==> config.mk <==
export PLATFORM = sky130hd
export DESIGN_NAME = adc_sweep_seq
export DESIGN_NICKNAME = d
export VERILOG_FILES = /design/src/rtl/adc_seq_pkg.sv /design/src/rtl/adc_seq_chan_step.sv /design/src/rtl/adc_seq_thresh_cmp.sv /design/src/rtl/adc_seq_result_bank.sv /design/src/rtl/adc_sweep_seq.sv
export SDC_FILE = /design/constraint.sdc
export NUM_CORES = 1
export LEC_CHECK = 0
export ABC_AREA = 1
export BUFFER_PORTS_ARGS = -buffer_cell sky130_fd_sc_hd__buf_4
export CAP_MARGIN = 20
export CORE_MARGIN = 10
export CORE_UTILIZATION = 53
export CTS_BUF_LIST = sky130_fd_sc_hd__clkbuf_8
export DETAILED_ROUTE_END_ITERATION = 16
export PLACE_DENSITY_LB_ADDON = 0.2
export SLEW_MARGIN = 0
export SYNTH_ARGS = -nofsm -noshare
export SYNTH_HDL_FRONTEND = slang
export SYNTH_HIERARCHICAL = 1
export SYNTH_SLANG_ARGS = --single-unit
==> constraint.sdc <==
create_clock -name clk -period 3.3 [get_ports clk]
set_clock_uncertainty 0.1 [all_clocks]
set_input_delay 0.33 -clock clk [delete_from_list [all_inputs] [get_ports clk]]
set_output_delay 0.33 -clock clk [all_outputs]
set_load 0.03 [all_outputs]
==> src/rtl/adc_seq_pkg.sv <==
package adc_seq_pkg;

    typedef enum logic {
        ST_IDLE = 1'b0,
        ST_BUSY = 1'b1
    } seq_state_e;

    typedef enum logic {
        SENSE_AT_OR_ABOVE = 1'b0,
        SENSE_BELOW       = 1'b1
    } cmp_sense_e;

endpackage

==> src/rtl/adc_seq_chan_step.sv <==
module adc_seq_chan_step #(
    parameter int NUM_CH = 12,
    parameter int CH_W   = 4
) (
    input  logic [CH_W-1:0] cur_ch,
    input  logic [CH_W-1:0] sel_raw,
    input  logic            scan,
    output logic [CH_W-1:0] first_ch,
    output logic [CH_W-1:0] next_ch
);
    localparam logic [CH_W-1:0] TOP_CH = CH_W'(NUM_CH - 1);

    logic [CH_W-1:0] last_ch;

    always_comb begin
        // clamp an out-of-range select to the highest channel
        last_ch = (sel_raw > TOP_CH) ? TOP_CH : sel_raw;
        if (scan) begin
            first_ch = '0;
            next_ch  = (cur_ch >= last_ch) ? '0 : cur_ch + CH_W'(1);
        end else begin
            first_ch = last_ch;
            next_ch  = last_ch;
        end
    end

endmodule

==> src/rtl/adc_seq_thresh_cmp.sv <==
module adc_seq_thresh_cmp
    import adc_seq_pkg::*;
#(
    parameter int THR_W = 8
) (
    input  logic [THR_W-1:0] sample_hi,
    input  logic [THR_W-1:0] threshold,
    input  logic             below,
    output logic             hit
);
    cmp_sense_e sense;

    always_comb begin
        sense = cmp_sense_e'(below);
        case (sense)
            SENSE_BELOW: hit = (sample_hi <  threshold);
            default:     hit = (sample_hi >= threshold);
        endcase
    end

endmodule

==> src/rtl/adc_seq_result_bank.sv <==
module adc_seq_result_bank #(
    parameter int NUM_CH = 12,
    parameter int RES_W  = 10,
    parameter int CH_W   = 4
) (
    input  logic                    clk,
    input  logic                    rst_n,
    input  logic                    wr_en,
    input  logic [CH_W-1:0]         wr_ch,
    input  logic [RES_W-1:0]        wr_data,
    output logic [NUM_CH*RES_W-1:0] res_flat
);

    for (genvar g = 0; g < NUM_CH; g++) begin : g_ent
        logic [RES_W-1:0] ent_d;
        logic [RES_W-1:0] ent_q;

        always_comb begin
            ent_d = ent_q;
            if (wr_en && (wr_ch == CH_W'(g))) begin
                ent_d = wr_data;
            end
        end

        always_ff @(posedge clk or negedge rst_n) begin
            if (!rst_n) begin
                ent_q <= '0;
            end else begin
                ent_q <= ent_d;
            end
        end

        assign res_flat[g*RES_W +: RES_W] = ent_q;
    end

endmodule

==> src/rtl/adc_sweep_seq.sv <==
module adc_sweep_seq
    import adc_seq_pkg::*;
#(
    parameter int NUM_CH = 12,
    parameter int RES_W  = 10,
    parameter int THR_W  = 8,
    localparam int CH_W  = (NUM_CH > 1) ? $clog2(NUM_CH) : 1
) (
    input  logic                    clk,
    input  logic                    rst_n,
    input  logic                    run_en,
    input  logic                    scan_mode,
    input  logic [CH_W-1:0]         ch_sel,
    input  logic [THR_W-1:0]        threshold,
    input  logic                    pol_below,
    input  logic                    conv_done,
    input  logic [RES_W-1:0]        conv_data,
    output logic                    conv_start,
    output logic [CH_W-1:0]         conv_ch,
    output logic                    irq,
    output logic [NUM_CH*RES_W-1:0] results
);
    localparam int HI_LSB = RES_W - THR_W;

    typedef struct packed {
        seq_state_e      state;
        logic [CH_W-1:0] ch;
        logic            start;
        logic            irq;
    } seq_regs_t;

    seq_regs_t seq_d, seq_q;

    logic [CH_W-1:0] first_ch;
    logic [CH_W-1:0] next_ch;
    logic            cmp_hit;
    logic            wr_en;

    adc_seq_chan_step #(
        .NUM_CH (NUM_CH),
        .CH_W   (CH_W)
    ) u_step (
        .cur_ch   (seq_q.ch),
        .sel_raw  (ch_sel),
        .scan     (scan_mode),
        .first_ch (first_ch),
        .next_ch  (next_ch)
    );

    adc_seq_thresh_cmp #(
        .THR_W (THR_W)
    ) u_cmp (
        .sample_hi (conv_data[RES_W-1:HI_LSB]),
        .threshold (threshold),
        .below     (pol_below),
        .hit       (cmp_hit)
    );

    adc_seq_result_bank #(
        .NUM_CH (NUM_CH),
        .RES_W  (RES_W),
        .CH_W   (CH_W)
    ) u_bank (
        .clk      (clk),
        .rst_n    (rst_n),
        .wr_en    (wr_en),
        .wr_ch    (seq_q.ch),
        .wr_data  (conv_data),
        .res_flat (results)
    );

    always_comb begin
        seq_d       = seq_q;
        seq_d.start = 1'b0;
        seq_d.irq   = 1'b0;
        wr_en       = 1'b0;
        case (seq_q.state)
            ST_IDLE: begin
                if (run_en) begin
                    seq_d.state = ST_BUSY;
                    seq_d.ch    = first_ch;
                    seq_d.start = 1'b1;
                end
            end
            default: begin
                if (!run_en) begin
                    // abandon the outstanding conversion
                    seq_d.state = ST_IDLE;
                    seq_d.ch    = '0;
                end else if (conv_done && !seq_q.start) begin
                    wr_en       = 1'b1;
                    seq_d.irq   = cmp_hit && (!scan_mode || (seq_q.ch == '0));
                    seq_d.ch    = next_ch;
                    seq_d.start = 1'b1;
                end
            end
        endcase
    end

    always_ff @(posedge clk or negedge rst_n) begin
        if (!rst_n) begin
            seq_q <= '{state: ST_IDLE, ch: '0, start: 1'b0, irq: 1'b0};
        end else begin
            seq_q <= seq_d;
        end
    end

    assign conv_start = seq_q.start;
    assign conv_ch    = seq_q.ch;
    assign irq        = seq_q.irq;

endmodule

==> summary.md <==
| Metric | Value |
|---|---|
| Status | finished, final reports clean |
| H-tree depth | 4 |
| Worst Path Required | 3.52 ns |
| CTS tree | yes |
| Starting density of the core | 53.8% |
| Peak VDD IR | ~0.38 mV |
| Remaining antenna violation count | 0 |
| DR pass1 iterations | 5 |
| Drt drc | 0 |
| Slew headroom | around 41% |
| Seq/Total Area, Yosys | 55.0% |
| DP HPWL | approximately 12000 µm |
| Pwr Total | 4.23 mW |
| Pre-CTS WS | between 0.8 and 0.9 ns |
| Crit share post-route | 80.6% |
| Worst Path Class, Setup | in -> reg |
| Area grow syn2layout | 27.0% |
| Vias in the first global route | 5099 |
| Die Y | about 120 µm |
| Synth Area in XOR/XNOR | 0% |
| WL/cell | 17.5 µm |
| Cell Area, Synth | between 0.005 and 0.006 mm² |
| CP Max Fanout | 33 |
| Routed vias | 5195 |
| Boundary Pins | about 150 |
| Worst-Margin Slew | approximately 0.9 ns |
| Max cap viols | 0 |
| Leak | 4.24 nW |
| Pin count of the biggest net entering global routing | 67 |
| Clock Sinks | 127 |
| Post-Synthesis Cells | 678 |
| Via density | 5.32 |
| Post-synthesis compound-gate area fraction | 1.60% |
| RSZ-0062 raised after global routing | false |
| Netlist cell types | 24 |
| Largest family of logic cells by synthesized area | simple AND/OR/NAND/NOR gates |
| Crit. End Element | register |
| Fill cells | between 900 and 1000 |
| Post-synthesis simple-gate area fraction | 34.8% |
| Final GP Congestion | 0.858 |
| Mux cell area share after synthesis | 0% |
| Cell row count | 38 |
| Num CTS Buffers | 17 |
| GR Overflow Total | 0 |
| Final min period | 2.66 ns |
| Yosys warnings | 6 |
| Clk Tree Root Cell | clkbuf_8 |
| Most frequent cells in the layout | nand2_1 (315), buf_4 (161), dfrtp_1 (127) |
| Sum Neg Setup Slack | 0 ns |
| Commonest non-fill, non-tap cell in the layout | nand2_1 |
| CTS max path bufs | 2 |
| WP data arrival | 2.88 ns |
| Worst Hold Class | in -> reg |
| Crit path from | run_en |
| Initial antenna violation count | 0 |
| Die area | 0.0155 mm² |
| Clock Latency Late Sink | 0.43 ns |
| Post-CTS Setup Bufs | 0 |
| First-pass GRT wire length | 27100 µm |
| Iter 0 DRT Violations | around 630 |
| Antenna Cells | 0 |
| Die W | 124 µm |
| HP Start | scan_mode |
| Layout cells sized above 1 | 27.4% |
| Seq cells post-synth | around 130 |
| Max Clk Rate | 376 MHz |
| Routed WL | 17100 µm |
| Clk slew on worst S/H paths | 0.07 ns |
| Hold Violations, Final | 0 |
| # setup viols final | 0 |
| Core Area | 0.0107 mm² |
| Max-slew violation count | 0 |
| Startpoint types | primary input |
| Net Count, Synth | 719 |
| Count of buffers from port buffering | 153 |
| Multi-input logic area | 0.00226 mm² |
| # nets final | 864 |
| FF-to-FF Start | conv_start |
| Register area | roughly 0.0032 mm² |
| GRT Total Usage | 21.4% |
| Syn Area/Cell | around 8.5 µm² |
| PwrDens | 576 mW/mm² |
| Post-route setup slack | 0.639 ns |
| Synth Area in Adders | about 2.8% |
[kinds of logic after synthesis]
family	after synthesis
compound gates	14
fa+ha+maj	13
buf+inv	67
flops	127
simple gates	457
[final timing paths]
| path | end | slack [ns] | depth (start not counted) |
|---|---|---|---|
| setup / recovery | u_bank/g_ent[5].ent_q[7] | 0.64 | 9 |
| hold / removal | irq | 0.05 | 2 |
| setup reg to reg | u_bank/g_ent[5].ent_q[7] | 0.75 | 8 |
| hold reg to reg | u_bank/g_ent[7].ent_q[4] | 0.38 | 2 |
| max in group asynchronous | u_bank/g_ent[8].ent_q[9] | 1.80 | 3 |
| min in group asynchronous | u_bank/g_ent[8].ent_q[4] | 0.46 | 2 |
[per-stage QoR]
stage	instances	cell area (µm²)	utilization [%]	hold slack, ns
after detailed placement	942	6940	64.6	0.360
after global placement	942	6940	64.6	0.356
final	976	7340	68.3	0.0479
after floorplan	678	5780	-	-0.0656
after CTS	976	7340	68.3	0.0191
after global routing	976	7340	68.3	0.0370
[registers in the layout, summed over array words and instances (netlist names)]
signal              cells
u_bank/g_ent.ent_q    120
conv_start              1
conv_ch                 4
irq                     1
seq_q                   1
[report_power, final]
part	total (mW)	switching, mW	internal (mW)
combinational	1.06	0.709	0.352
sequential	1.87	0.137	1.73
clock	1.30	0.632	0.665
[critical path, cell delays in order]
cell	delay, ns
dlygate4sd3_1	0.54
buf_4	0.13
nand2_2	0.07
nor2_2	0.53
nand2_2	0.17
nor2_4	0.59
nand2_2	0.29
nand2_1	0.16
nand2_1	0.07
[routing by layer]
layer	vias up	share of wire (%)	GRT usage, %
li1	2455	-	-
met1	2486	44	28.4
met2	229	48	33.5
met3	25	7.0	4.85
met4	0	1.7	8.02
met5	-	0	0
[cell usage after synthesis, drive strengths merged]
master | number | share of area [%]
dfrtp | 127 | 55
buf | 24 | 3.0
a21o | 1 | 0.13
or2 | 1 | 0.11
nor2 | 22 | 2.4
a21boi | 1 | 0.19
clkbuf | 13 | 0.84
nand2 | 330 | 22
a21oi | 7 | 0.67
nand3 | 72 | 6.6
o21ai | 1 | 0.087
o21bai | 4 | 0.52
nand4 | 32 | 3.5
ha | 13 | 2.8
inv | 30 | 1.9
[timing repair]
action / in CTS / in global routing
resized for setup: 0 / 0
hold buffers: 2 / 0
hold endpoints to repair: 64 / 0
[layout make-up]
class	count	area share (%)
multi-input combinational	484	30.9
clock inverter	15	1.96
sequential	127	43.3
clock buffer	17	3.19
tap	140	2.39
inverter	30	1.54
timing repair buffer	163	16.7
(Power assumes the default switching activity.)
